File: config.mk
export PLATFORM = sky130hd
export DESIGN_NAME = txclk_gen
export DESIGN_NICKNAME = d
export VERILOG_FILES = /design/src/rtl/txclk_pkg.sv /design/src/rtl/txclk_src_pick.sv /design/src/rtl/txclk_div.sv /design/src/rtl/txclk_gate_phase.sv /design/src/rtl/txclk_gen.sv
export SDC_FILE = /design/constraint.sdc
export NUM_CORES = 1
export LEC_CHECK = 0
export BUFFER_PORTS_ARGS = -buffer_cell sky130_fd_sc_hd__buf_2
export CAP_MARGIN = 20
export CORE_UTILIZATION = 48
export DETAILED_ROUTE_END_ITERATION = 8
export PLACE_DENSITY = 0.68
export SLEW_MARGIN = 10
export SYNTH_ARGS = -nofsm -noshare
export SYNTH_HDL_FRONTEND = slang
export SYNTH_SLANG_ARGS = --single-unit
export TNS_END_PERCENT = 50
File: constraint.sdc
create_clock -name clk -period 1.61 [get_ports clk]
set_clock_uncertainty 0.15 [all_clocks]
set_input_delay 0.0805 -clock clk [delete_from_list [all_inputs] [get_ports clk]]
set_output_delay 0.0805 -clock clk [all_outputs]
set_load 0.01 [all_outputs]
File: src/rtl/txclk_pkg.sv
package txclk_pkg;

  localparam int DIV_W = 3;
  localparam int DLY_W = 2;
  localparam int CFG_W = DLY_W + 1 + DIV_W + 1;

  // Packed order gives: [6:5] delay, [4] gate, [3:1] divider, [0] source.
  typedef struct packed {
    logic [DLY_W-1:0] dly;
    logic             gate;
    logic [DIV_W-1:0] div;
    logic             src;
  } txclk_cfg_t;

  // Codes below two collapse to divide-by-one so the counter never stalls.
  function automatic logic [DIV_W-1:0] div_factor(input logic [DIV_W-1:0] code);
    if (code < DIV_W'(2)) return DIV_W'(1);
    return code;
  endfunction

endpackage

File: src/rtl/txclk_src_pick.sv
module txclk_src_pick #(
  parameter int SYNC_STAGES = 2
) (
  input  logic clk,
  input  logic rst,
  input  logic ref_a_clk,
  input  logic ref_b_clk,
  input  logic sel,
  output logic src_tick
);

  localparam int NREF = 2;

  logic [NREF-1:0] ref_in;
  logic [NREF-1:0] rise;
  logic            tick_q;

  assign ref_in = {ref_b_clk, ref_a_clk};

  // One synchroniser plus edge history per reference input.
  for (genvar g = 0; g < NREF; g++) begin : g_ref
    logic [SYNC_STAGES:0] chain;
    always_ff @(posedge clk) begin
      if (rst) chain <= '0;
      else     chain <= {chain[SYNC_STAGES-1:0], ref_in[g]};
    end
    assign rise[g] = chain[SYNC_STAGES-1] & ~chain[SYNC_STAGES];
  end

  always_ff @(posedge clk) begin
    if (rst) tick_q <= 1'b0;
    else     tick_q <= sel ? rise[1] : rise[0];
  end

  assign src_tick = tick_q;

endmodule

File: src/rtl/txclk_div.sv
module txclk_div
  import txclk_pkg::*;
#(
  parameter logic [DIV_W-1:0] RST_DIV_CODE = DIV_W'(2)
) (
  input  logic             clk,
  input  logic             rst,
  input  logic             src_tick,
  input  logic [DIV_W-1:0] div_code,
  output logic             half_clk,
  output logic             wrap,
  output logic [DIV_W-1:0] div_act
);

  logic [DIV_W-1:0] cnt_q;
  logic [DIV_W-1:0] act_q;
  logic             half_q;
  logic             wrap_q;
  logic             wrap_c;

  assign wrap_c = src_tick && (cnt_q == act_q - DIV_W'(1));

  always_ff @(posedge clk) begin
    if (rst) begin
      cnt_q  <= '0;
      act_q  <= div_factor(RST_DIV_CODE);
      half_q <= 1'b0;
      wrap_q <= 1'b0;
    end else begin
      wrap_q <= wrap_c;
      if (src_tick) begin
        if (wrap_c) begin
          cnt_q  <= '0;
          half_q <= ~half_q;
          // The new divisor is picked up only at a half-period boundary.
          act_q  <= div_factor(div_code);
        end else begin
          cnt_q <= cnt_q + DIV_W'(1);
        end
      end
    end
  end

  assign half_clk = half_q;
  assign wrap     = wrap_q;
  assign div_act  = act_q;

endmodule

File: src/rtl/txclk_gate_phase.sv
module txclk_gate_phase
  import txclk_pkg::*;
#(
  parameter int QSTEP = 1
) (
  input  logic             clk,
  input  logic             rst,
  input  logic             half_clk,
  input  logic             gate_en,
  input  logic [DLY_W-1:0] dly_code,
  output logic             gate_on,
  output logic             tx_clk,
  output logic             tx_clk_dly
);

  localparam int TAPS  = ((1 << DLY_W) - 1) * QSTEP + 1;
  localparam int IDX_W = $clog2(TAPS + 1);

  logic            gate_q;
  logic            tx_next;
  logic            tx_q;
  logic            dly_q;
  logic [TAPS-2:0] hist_q;
  logic [TAPS-1:0] taps;
  logic [IDX_W-1:0] idx;

  // The gate follows its enable only while the halved clock is low.
  always_ff @(posedge clk) begin
    if (rst)            gate_q <= 1'b0;
    else if (!half_clk) gate_q <= gate_en;
  end

  assign tx_next = half_clk & gate_q;
  assign taps    = {hist_q, tx_next};
  assign idx     = IDX_W'(dly_code) * IDX_W'(QSTEP);

  always_ff @(posedge clk) begin
    if (rst) begin
      tx_q   <= 1'b0;
      dly_q  <= 1'b0;
      hist_q <= '0;
    end else begin
      tx_q   <= tx_next;
      hist_q <= taps[TAPS-2:0];
      dly_q  <= taps[idx];
    end
  end

  assign gate_on    = gate_q;
  assign tx_clk     = tx_q;
  assign tx_clk_dly = dly_q;

endmodule

File: src/rtl/txclk_gen.sv
module txclk_gen
  import txclk_pkg::*;
#(
  parameter int               SYNC_STAGES  = 2,
  parameter int               QSTEP        = 1,
  parameter logic [DIV_W-1:0] RST_DIV_CODE = DIV_W'(2)
) (
  input  logic             clk,
  input  logic             rst,
  input  logic             ref_a_clk,
  input  logic             ref_b_clk,
  input  logic             cfg_we,
  input  logic [CFG_W-1:0] cfg_wdata,
  output logic             tx_clk,
  output logic             tx_clk_dly
);

  txclk_cfg_t       cfg_q;
  logic             src_tick;
  logic             half_clk;
  logic             wrap;
  logic [DIV_W-1:0] div_act;
  logic             gate_on;

  always_ff @(posedge clk) begin
    if (rst) begin
      cfg_q      <= '0;
      cfg_q.div  <= RST_DIV_CODE;
    end else if (cfg_we) begin
      cfg_q <= txclk_cfg_t'(cfg_wdata);
    end
  end

  txclk_src_pick #(.SYNC_STAGES(SYNC_STAGES)) src_i (
    .clk(clk), .rst(rst), .ref_a_clk(ref_a_clk), .ref_b_clk(ref_b_clk),
    .sel(cfg_q.src), .src_tick(src_tick)
  );

  txclk_div #(.RST_DIV_CODE(RST_DIV_CODE)) div_i (
    .clk(clk), .rst(rst), .src_tick(src_tick), .div_code(cfg_q.div),
    .half_clk(half_clk), .wrap(wrap), .div_act(div_act)
  );

  txclk_gate_phase #(.QSTEP(QSTEP)) gate_i (
    .clk(clk), .rst(rst), .half_clk(half_clk), .gate_en(cfg_q.gate),
    .dly_code(cfg_q.dly), .gate_on(gate_on), .tx_clk(tx_clk),
    .tx_clk_dly(tx_clk_dly)
  );

endmodule

### Word-level counts from Yosys, hierarchy flattened

Cells that the tools add are included.

| storage, ports and cells | value |
|---|---|
| logic and storage cells | 37 |
| bits of input ports | 12 |
| output and inout port bits | 2 |
| flip-flop bits (word level) | 27 |

| operators by class | value |
|---|---|
| add/sub/neg operators | 2 |
| reductions and logical operators | 2 |
| magnitude comparators | 2 |
| bitwise gates (word level) | 6 |
| equal/unequal tests | 1 |
| multiplexer cells | 10 |

Operator list:

| cell | count |
|---|---|
| $mux W3 | 3 |
| $mux W1 | 6 |
| $add A3 B1 Y3 const B | 1 |
| $and A1 B1 Y1 | 3 |
| $eq A3 B3 Y1 | 1 |
| $lt A2 B3 Y1 const B | 1 |
| $lt A3 B2 Y1 const B | 1 |
| $not A1 Y1 | 3 |
| $sub A3 B1 Y3 const B | 1 |
| $bmux W1 S2 | 1 |
| $reduce_and A2 Y1 | 1 |
| $logic_and A1 B1 Y1 | 1 |

### Longest topological paths before layout

Gate-level depths: netlist (run 1).

| depth | value |
|---|---|
| depth in word-level cells | 7 |
| mapped depth | 6 |
| depth with buffers taken out | 5 |

### Hierarchy

From an unflattened synthesis (run 1), not the netlist that was laid out.

| second synthesis, totals | value |
|---|---|
| cell total of the unflattened synthesis | 95 |
| area, all modules | 1,034.7 um^2 |

By module, submodules not included:

| module | cells an instance | instances | seq. area each (um^2) | area an instance (um^2) |
|---|---|---|---|---|
| txclk_div | 42 | 1 | 160.2 | 415.4 |
| txclk_gen | 22 | 1 | 140.1 | 251.5 |
| txclk_src_pick | 16 | 1 | 140.1 | 198.9 |
| txclk_gate_phase | 15 | 1 | 100.1 | 168.9 |

### Least setup slack after synthesis (run 1)

No wires, ideal clock.

| timing path | value |
|---|---|
| kind | register -> register |
| start | reg div_i.act_q[0] (netlist: div_i.div_act[0]) |
| end | reg div_i.half_q (netlist: div_i.half_clk) |
| data required time | 1.339 ns |
| period minus slack after synthesis | 1.729 ns |
| cell stages (with the launch flop) | 7 |
| slack | -0.119 ns |
| arrival time | 1.458 ns |
| buffers on the path | 1 |
| setup time | 0.121 ns |
| cells stage by stage | dfxtp_1 inv_1 ha_1 xor2_1 and4_4 buf_6 mux2_4 |

| between the ends | value |
|---|---|
| cells in the longest elaborated chain, start to end | 4 |

Ends and longest elaborated chain:

| item | RTL line | source |
|---|---|---|
| from (decl) | txclk_div.sv:16 | `logic [DIV_W-1:0] act_q;` |
| from (signal assigned) | txclk_div.sv:26 | `act_q <= div_factor(RST_DIV_CODE);` |
| from (signal assigned) | txclk_div.sv:36 | `act_q <= div_factor(div_code);` |
| $sub A3 B1 Y3 | txclk_div.sv:21 | `assign wrap_c = src_tick && (cnt_q == act_q - DIV_W'(1));` |
| $eq A3 B3 Y1 | txclk_div.sv:21 |  |
| $logic_and A1 B1 Y1 | txclk_div.sv:21 |  |
| $reduce_and A2 Y1 (no line) | -- |  |
| to (signal assigned) | txclk_div.sv:34 | `half_q <= ~half_q;` |
| to (decl) | txclk_div.sv:17 | `logic half_q;` |

Every way passes these cells.
A chain may end at the register's enable or synchronous reset.

### Worst setup path in the final report (run 1)

| timing path | value |
|---|---|
| start | reg div_i.act_q[1] (netlist: div_i.div_act[1]) |
| end | reg div_i.half_q (netlist: div_i.half_clk) |

The elaborated chain is that of the path after synthesis.

==> flow_summary.ini, run 1 <==
[setup_path]
start_kind = flip-flop
slowest_delay_ns = 0.36
cp_slowest_cell = dfxtp_2
worstPathArrival_ns = 1.71
path_cells = inv_2 > ha_4 > xor2_2 > and4_4 > mux2_4
end_kind = flip-flop
worst-setup-path-type = flip-flop to flip-flop
crit_required_ns = 1.70
cp_max_fo = 3

[floorplan]
num_io_pins = 14
die_w_um = 47.5
core_mm2 = 0.00196
row_count = 16
start_util_pct = 50.6
die-area_mm2 = 0.00225
die_y_um = 47.5

[placement]
dp.final_hpwl_um = 1040
portBuffers = 13
gp_congestion = 0.697
place_ws_ns = -0.0454

[global_routing]
grt_usage_pct = 18.0
grt_pass1_wl_um = 2680
first_global_vias = 690
grt_max_degree = 31
grt_antenna_before_repair = 0
grt_overflow_total = 0

[yosys]
syn-instance-count = 94
syn-cell-area_um2 = 992
ys_seq_area_share_pct = 52.5
yosys.area_share.simple_pct = 18.5
yosysUniqueCellTypes = 23
synthAdderAreaFrac_pct = 2.52
synth-compound-area-share_pct = 6.18
synth_xor_area_share_pct = 4.92
synth_top_family_by_area = simple AND/OR/NAND/NOR gates
ys_warn_count = 0
synth.area.mux_share_pct = 11.6
synth-seq-cells = 26
synth_nets = 108
synth_area_per_cell_um2 = 10.6

[cts]
htreeDepth = 1
clkLatencyLatePin_ns = 0.33
cts_tree = yes
clockBufferDepth = 2
cts_sinks = 26
root_buffer = clkbuf_4
cts_made_buffers = 3
clk_pin_slew_ns = 0.14

[status]
outcome = finished, violations left
violations = negative setup slack

[cells_and_area]
area_growth_pct = 29.0
n_fill_cell = 179
drive_above_1_share_pct = 26.7
n_antenna_cell = 0
multi_input_area_um2 = 459
seq_area_um2 = 524
layout.nets = 135

[detailed_routing]
drt-pass1-iter-count = 4
wl_per_cell_um = 11.5
drc = 0
vias = 721
wl_um = 1700
ant_nets = 0
viasPerCell = 4.90
first_iter_violations = 3

[timing]
slew_violations = 0
fmax_mhz = 618
rsz0062_at_grt = yes
worst_slew_pin_slew_ns = 0.506
period_share_pct = 100
min_period_ns = 1.62
hold_violations = 0
hold_ws_ns = 0.0112
setup_viol = 1
slew_headroom_pct = 66.2
setup_ws_ns = -0.00781

[flow_run]
cap_viol_max_count = 0

[min_path]
hold_class = input pin to flip-flop

[power_and_ir_drop]
finalPower_mw = 1.22
p_leak_nw = 0.539
powerDensity_mw_per_mm2 = 950
peakVddDrop_mv = 0.607
==> area by class of cell <==
cell class | count | area share (%)
Multi-Input combinational cell | 60 | 35.9
Clock buffer | 3 | 1.76
Sequential cell | 26 | 41.0
Tap cell | 27 | 2.64
Inverter | 3 | 0.880
Timing Repair Buffer | 27 | 15.5
Clock inverter | 1 | 2.35
==> cells in the mapped netlist <==
master / instances / area [um2]
dfxtp_1: 26 / 521
nor2_1: 14 / 52.6
mux2i_1: 10 / 100
nor2b_1: 9 / 56.3
clkbuf_1: 4 / 15.0
nand2b_1: 4 / 25.0
a211oi_1: 3 / 22.5
inv_1: 3 / 11.3
nand2_1: 3 / 11.3
xor2_1: 3 / 26.3
ha_1: 2 / 25.0
nor3_1: 2 / 10.0
a211o_1: 1 / 8.76
a21oi_1: 1 / 5.00
a41oi_1: 1 / 8.76
and3b_1: 1 / 8.76
and4_4: 1 / 11.3
buf_6: 1 / 11.3
mux2_4: 1 / 15.0
o22ai_1: 1 / 6.26
o32a_1: 1 / 10.0
or3b_2: 1 / 8.76
xnor3_1: 1 / 22.5
==> layout by cell type, fill, tap and decap left out <==
cell            n
dfxtp_1        23
nor2_1         14
buf_2          13
mux2i_1        10
dlygate4sd3_1  10
nor2b_1         9
nand2b_1        4
a211oi_1        3
nand2_1         3
clkbuf_4        3
dfxtp_2         3
buf_4           3
inv_2           2
xor2_1          2
and3b_1         1
a21oi_1         1
xor2_2          1
xnor3_1         1
and4_4          1
mux2_4          1
nor3_2          1
a41oi_1         1
nor3_1          1
or3b_2          1
o22ai_1         1
a211o_1         1
inv_1           1
o32a_1          1
ha_1            1
ha_4            1
bufinv_16       1
buf_6           1
==> path summary, 6_finish.rpt <==
check | startpoint | endpoint | slack (ns) | depth (start not counted)
max | div_i.div_act[1]$_SDFFE_PP1P_ | div_i.half_clk$_SDFFE_PP0P_ | -0.008 | 5
min | cfg_we | cfg_q[0]$_SDFFE_PP0P_ | 0.01 | 3
max reg2reg | div_i.div_act[1]$_SDFFE_PP1P_ | div_i.half_clk$_SDFFE_PP0P_ | -0.008 | 5
min reg2reg | src_i.g_ref[0].chain[1]$_SDFF_PP0_ | src_i.g_ref[0].chain[2]$_SDFF_PP0_ | 0.30 | 2
==> per-stage QoR <==
stage / instances / area (um2) / util (%) / setup TNS, ns
2_1_floorplan: 94 / 993 / - / -0.0889
3_3_place_gp: 132 / 1090 / 55.5 / -0.0116
3_5_place_dp: 132 / 1090 / 55.5 / -0.0622
5_1_grt: 147 / 1280 / 65.2 / -0.106
4_1_cts: 147 / 1270 / 64.7 / 0
6_report: 147 / 1280 / 65.2 / -0.00781
==> power breakdown <==
group | total [mW] | switching (mW) | internal, mW
combinational | 0.0866 | 0.0360 | 0.0505
clock | 0.452 | 0.200 | 0.252
sequential | 0.677 | 0.0129 | 0.664
total | 1.22 | 0.249 | 0.967
==> per-layer routing <==
metal / up-vias / share of wire (%) / track usage [%]
met3: 8 / 2.4 / 4.53
li1: 365 / - / -
met4: 0 / 3.0 / 12.0
met1: 334 / 44 / 19.3
met2: 14 / 50 / 31.0
met5: - / 0 / 0
==> flip-flops by register name, summed over array words and instances, names as in the netlist <==
name	cells
src_i.src_tick	1
gate_i.tx_clk_dly	1
div_i.half_clk	1
gate_i.hist_q	3
div_i.cnt_q	3
src_i.g_ref.chain	6
div_i.div_act	3
cfg_q	7
gate_i.gate_on	1
==> critical path: cells and delay by family (launching register included) <==
family	cells	cell delay (ns)
adder cells (fa/ha/maj)	1	0.26
buffers and inverters	1	0.05
flip-flops	1	0.36
AND/OR/NAND/NOR	1	0.26
multiplexers	1	0.29
XOR/XNOR	1	0.15
==> logic make-up (layout without fill, tap and decap cells) <==
| logic type | Yosys count | after routing |
|---|---|---|
| AND/OR/NAND/NOR | 35 | 35 |
| flip-flops | 26 | 26 |
| multiplexers | 11 | 11 |
| AO/OA/AOI/OAI | 8 | 8 |
| buffers and inverters | 8 | 34 |
| XOR/XNOR | 4 | 4 |
| adder cells (fa/ha/maj) | 2 | 2 |
==> repair_timing <==
action,4_1_cts,5_1_grt
setup buffers,1,0
endpoints found under the hold margin,9,0
pin swaps,2,2
endpoints found under the setup margin,5,6
hold buffers,10,0
resized for setup,5,3
Note: power is estimated with default switching activity, not from simulation.
==> run 2: changes to the inputs <==
SETUP_SLACK_MARGIN = 0.15   (was default)
==> flow_summary.ini, run 2 (synthesis results as in run 1) <==
[cells_and_area]
n_fill_cell = 180
top_register = cfg_q
largest_register_ffs = 7
layout.nets = 135
top_regs = cfg_q: 7 flops, src_i.g_ref.chain: 6 flops
final_common_cell = dfxtp_1
area_growth_pct = 29.0
n_antenna_cell = 0
fin_cells = 147
final_cell_mix = dfxtp_1 (23), nor2_1 (14), buf_2 (13)
seq_area_um2 = 524
multi_input_area_um2 = 459
final_util_pct = 65.2
drive_above_1_share_pct = 26.7

[setup_path]
end_kind = flip-flop
slowest_delay_ns = 0.36
crit_start = div_i.div_act[1]$_SDFFE_PP1P_
cp_max_fo = 3
r2r_slack_ns = -0.008
path_cells = inv_2 > ha_4 > xor2_2 > and4_4 > mux2_4
critical_path_buf_inv_count = 1
crit_required_ns = 1.70
worstPathArrival_ns = 1.71
timing.rr.start = div_i.div_act[1]$_SDFFE_PP1P_
cp.depth = 5
endpoint = div_i.half_clk$_SDFFE_PP0P_
start_kind = flip-flop
worst-setup-path-type = flip-flop to flip-flop
cp_slowest_cell = dfxtp_2
r2r_end = div_i.half_clk$_SDFFE_PP0P_
crit_family = flip-flops
worst-r2r-cell-count = 5

[power_and_ir_drop]
p_leak_nw = 0.541
peakVddDrop_mv = 0.633
powerDensity_mw_per_mm2 = 949

[detailed_routing]
drc = 0
wl_met1_um = 750
route.met3.wl_um = 41
wl_per_cell_um = 11.4
vias = 721
wl_um = 1680
viasPerCell = 4.90
first_iter_violations = 3
routed.top_layer = met4
ant_nets = 0
drt-pass1-iter-count = 4
wl_met2_um = 837

[timing]
worst_slew_pin_slew_ns = 0.506
period_share_pct = 100
fmax_mhz = 618
setup_ws_ns = -0.00781
min_period_ns = 1.62
setup_viol = 1
hold_violations = 0
slew_violations = 0
fin_tns_setup_ns = -0.00781
rsz0062_at_grt = yes
hold_ws_ns = 0.0335
slew_headroom_pct = 66.3

[global_routing]
grt_usage_pct = 17.9
grt_pass1_wl_um = 2670
grt_antenna_before_repair = 0
first_global_vias = 684
grt_overflow_total = 0
grt_max_degree = 31

[cts]
cts_made_buffers = 3
cts_tree = yes
htreeDepth = 1
root_buffer = clkbuf_4
cts_sinks = 26
clockBufferDepth = 2
clk_pin_slew_ns = 0.14
clkLatencyLatePin_ns = 0.33

[floorplan]
num_io_pins = 14
core_mm2 = 0.00196
die_y_um = 47.5
start_util_pct = 50.6
row_count = 16
die_w_um = 47.5
die-area_mm2 = 0.00225

[placement]
dp.final_hpwl_um = 1040
dp_cells = 132
portBuffers = 13
gp_congestion = 0.697

[status]
violations = negative setup slack
outcome = finished, violations left

[flow_run]
cap_viol_max_count = 0

[min_path]
hold_class = input pin to flip-flop
holdPathStages = 2
## run 2: cell counts in the layout (fill, tap and decap cells not counted)
Identical to the previous run, type by type.
## run 2: per-layer routing
layer | GRT usage [%] | vias to the layer above
met5 | 0 | -
met4 | 12.0 | 0
met3 | 4.53 | 8
met2 | 30.7 | 14
met1 | 19.3 | 333
li1 | - | 366
## run 2: worst min-delay path by stage
stage	startpoint	to
CTS	rst	src_i.g_ref[0].chain[2]$_SDFF_PP0_
global placement	cfg_wdata[2]	cfg_q[2]$_SDFFE_PP1P_
global route	rst	src_i.g_ref[0].chain[2]$_SDFF_PP0_
finish	rst	src_i.g_ref[0].chain[2]$_SDFF_PP0_
detailed placement	ref_b_clk	src_i.g_ref[1].chain[0]$_SDFF_PP0_
floorplan	cfg_wdata[2]	cfg_q[2]$_SDFFE_PP1P_
## run 2: stage by stage
stage	setup slack (ns)	instance area, um2	total power, mW
detailed placement	-0.0454	1090	0.757
finish	-0.00781	1280	1.21
floorplan	-0.0889	993	0.734
CTS	0.00684	1270	1.22
global route	-0.0442	1280	1.26
global placement	-0.0116	1090	0.755
## run 2: where the power goes
group	internal (mW)	switching, mW
sequential	0.664	0.0128
clock	0.252	0.200
combinational	0.0500	0.0355
total	0.966	0.248
## run 2: layout make-up
type	instances	area share [%]
flip-flops and latches	26	41.0
multi-input cells	60	35.9
repair buffers	27	15.5
well taps	27	2.64
clock inverters	1	2.35
clock buffers	3	1.76
inverters	3	0.880
## run 2: repair_timing
item                                    4_1_cts  5_1_grt
resized for setup                             5        3
hold buffers                                 10        0
pin swaps                                     2        2
setup buffers                                 1        0
endpoints found under the setup margin        7        7
endpoints found under the hold margin         9        0
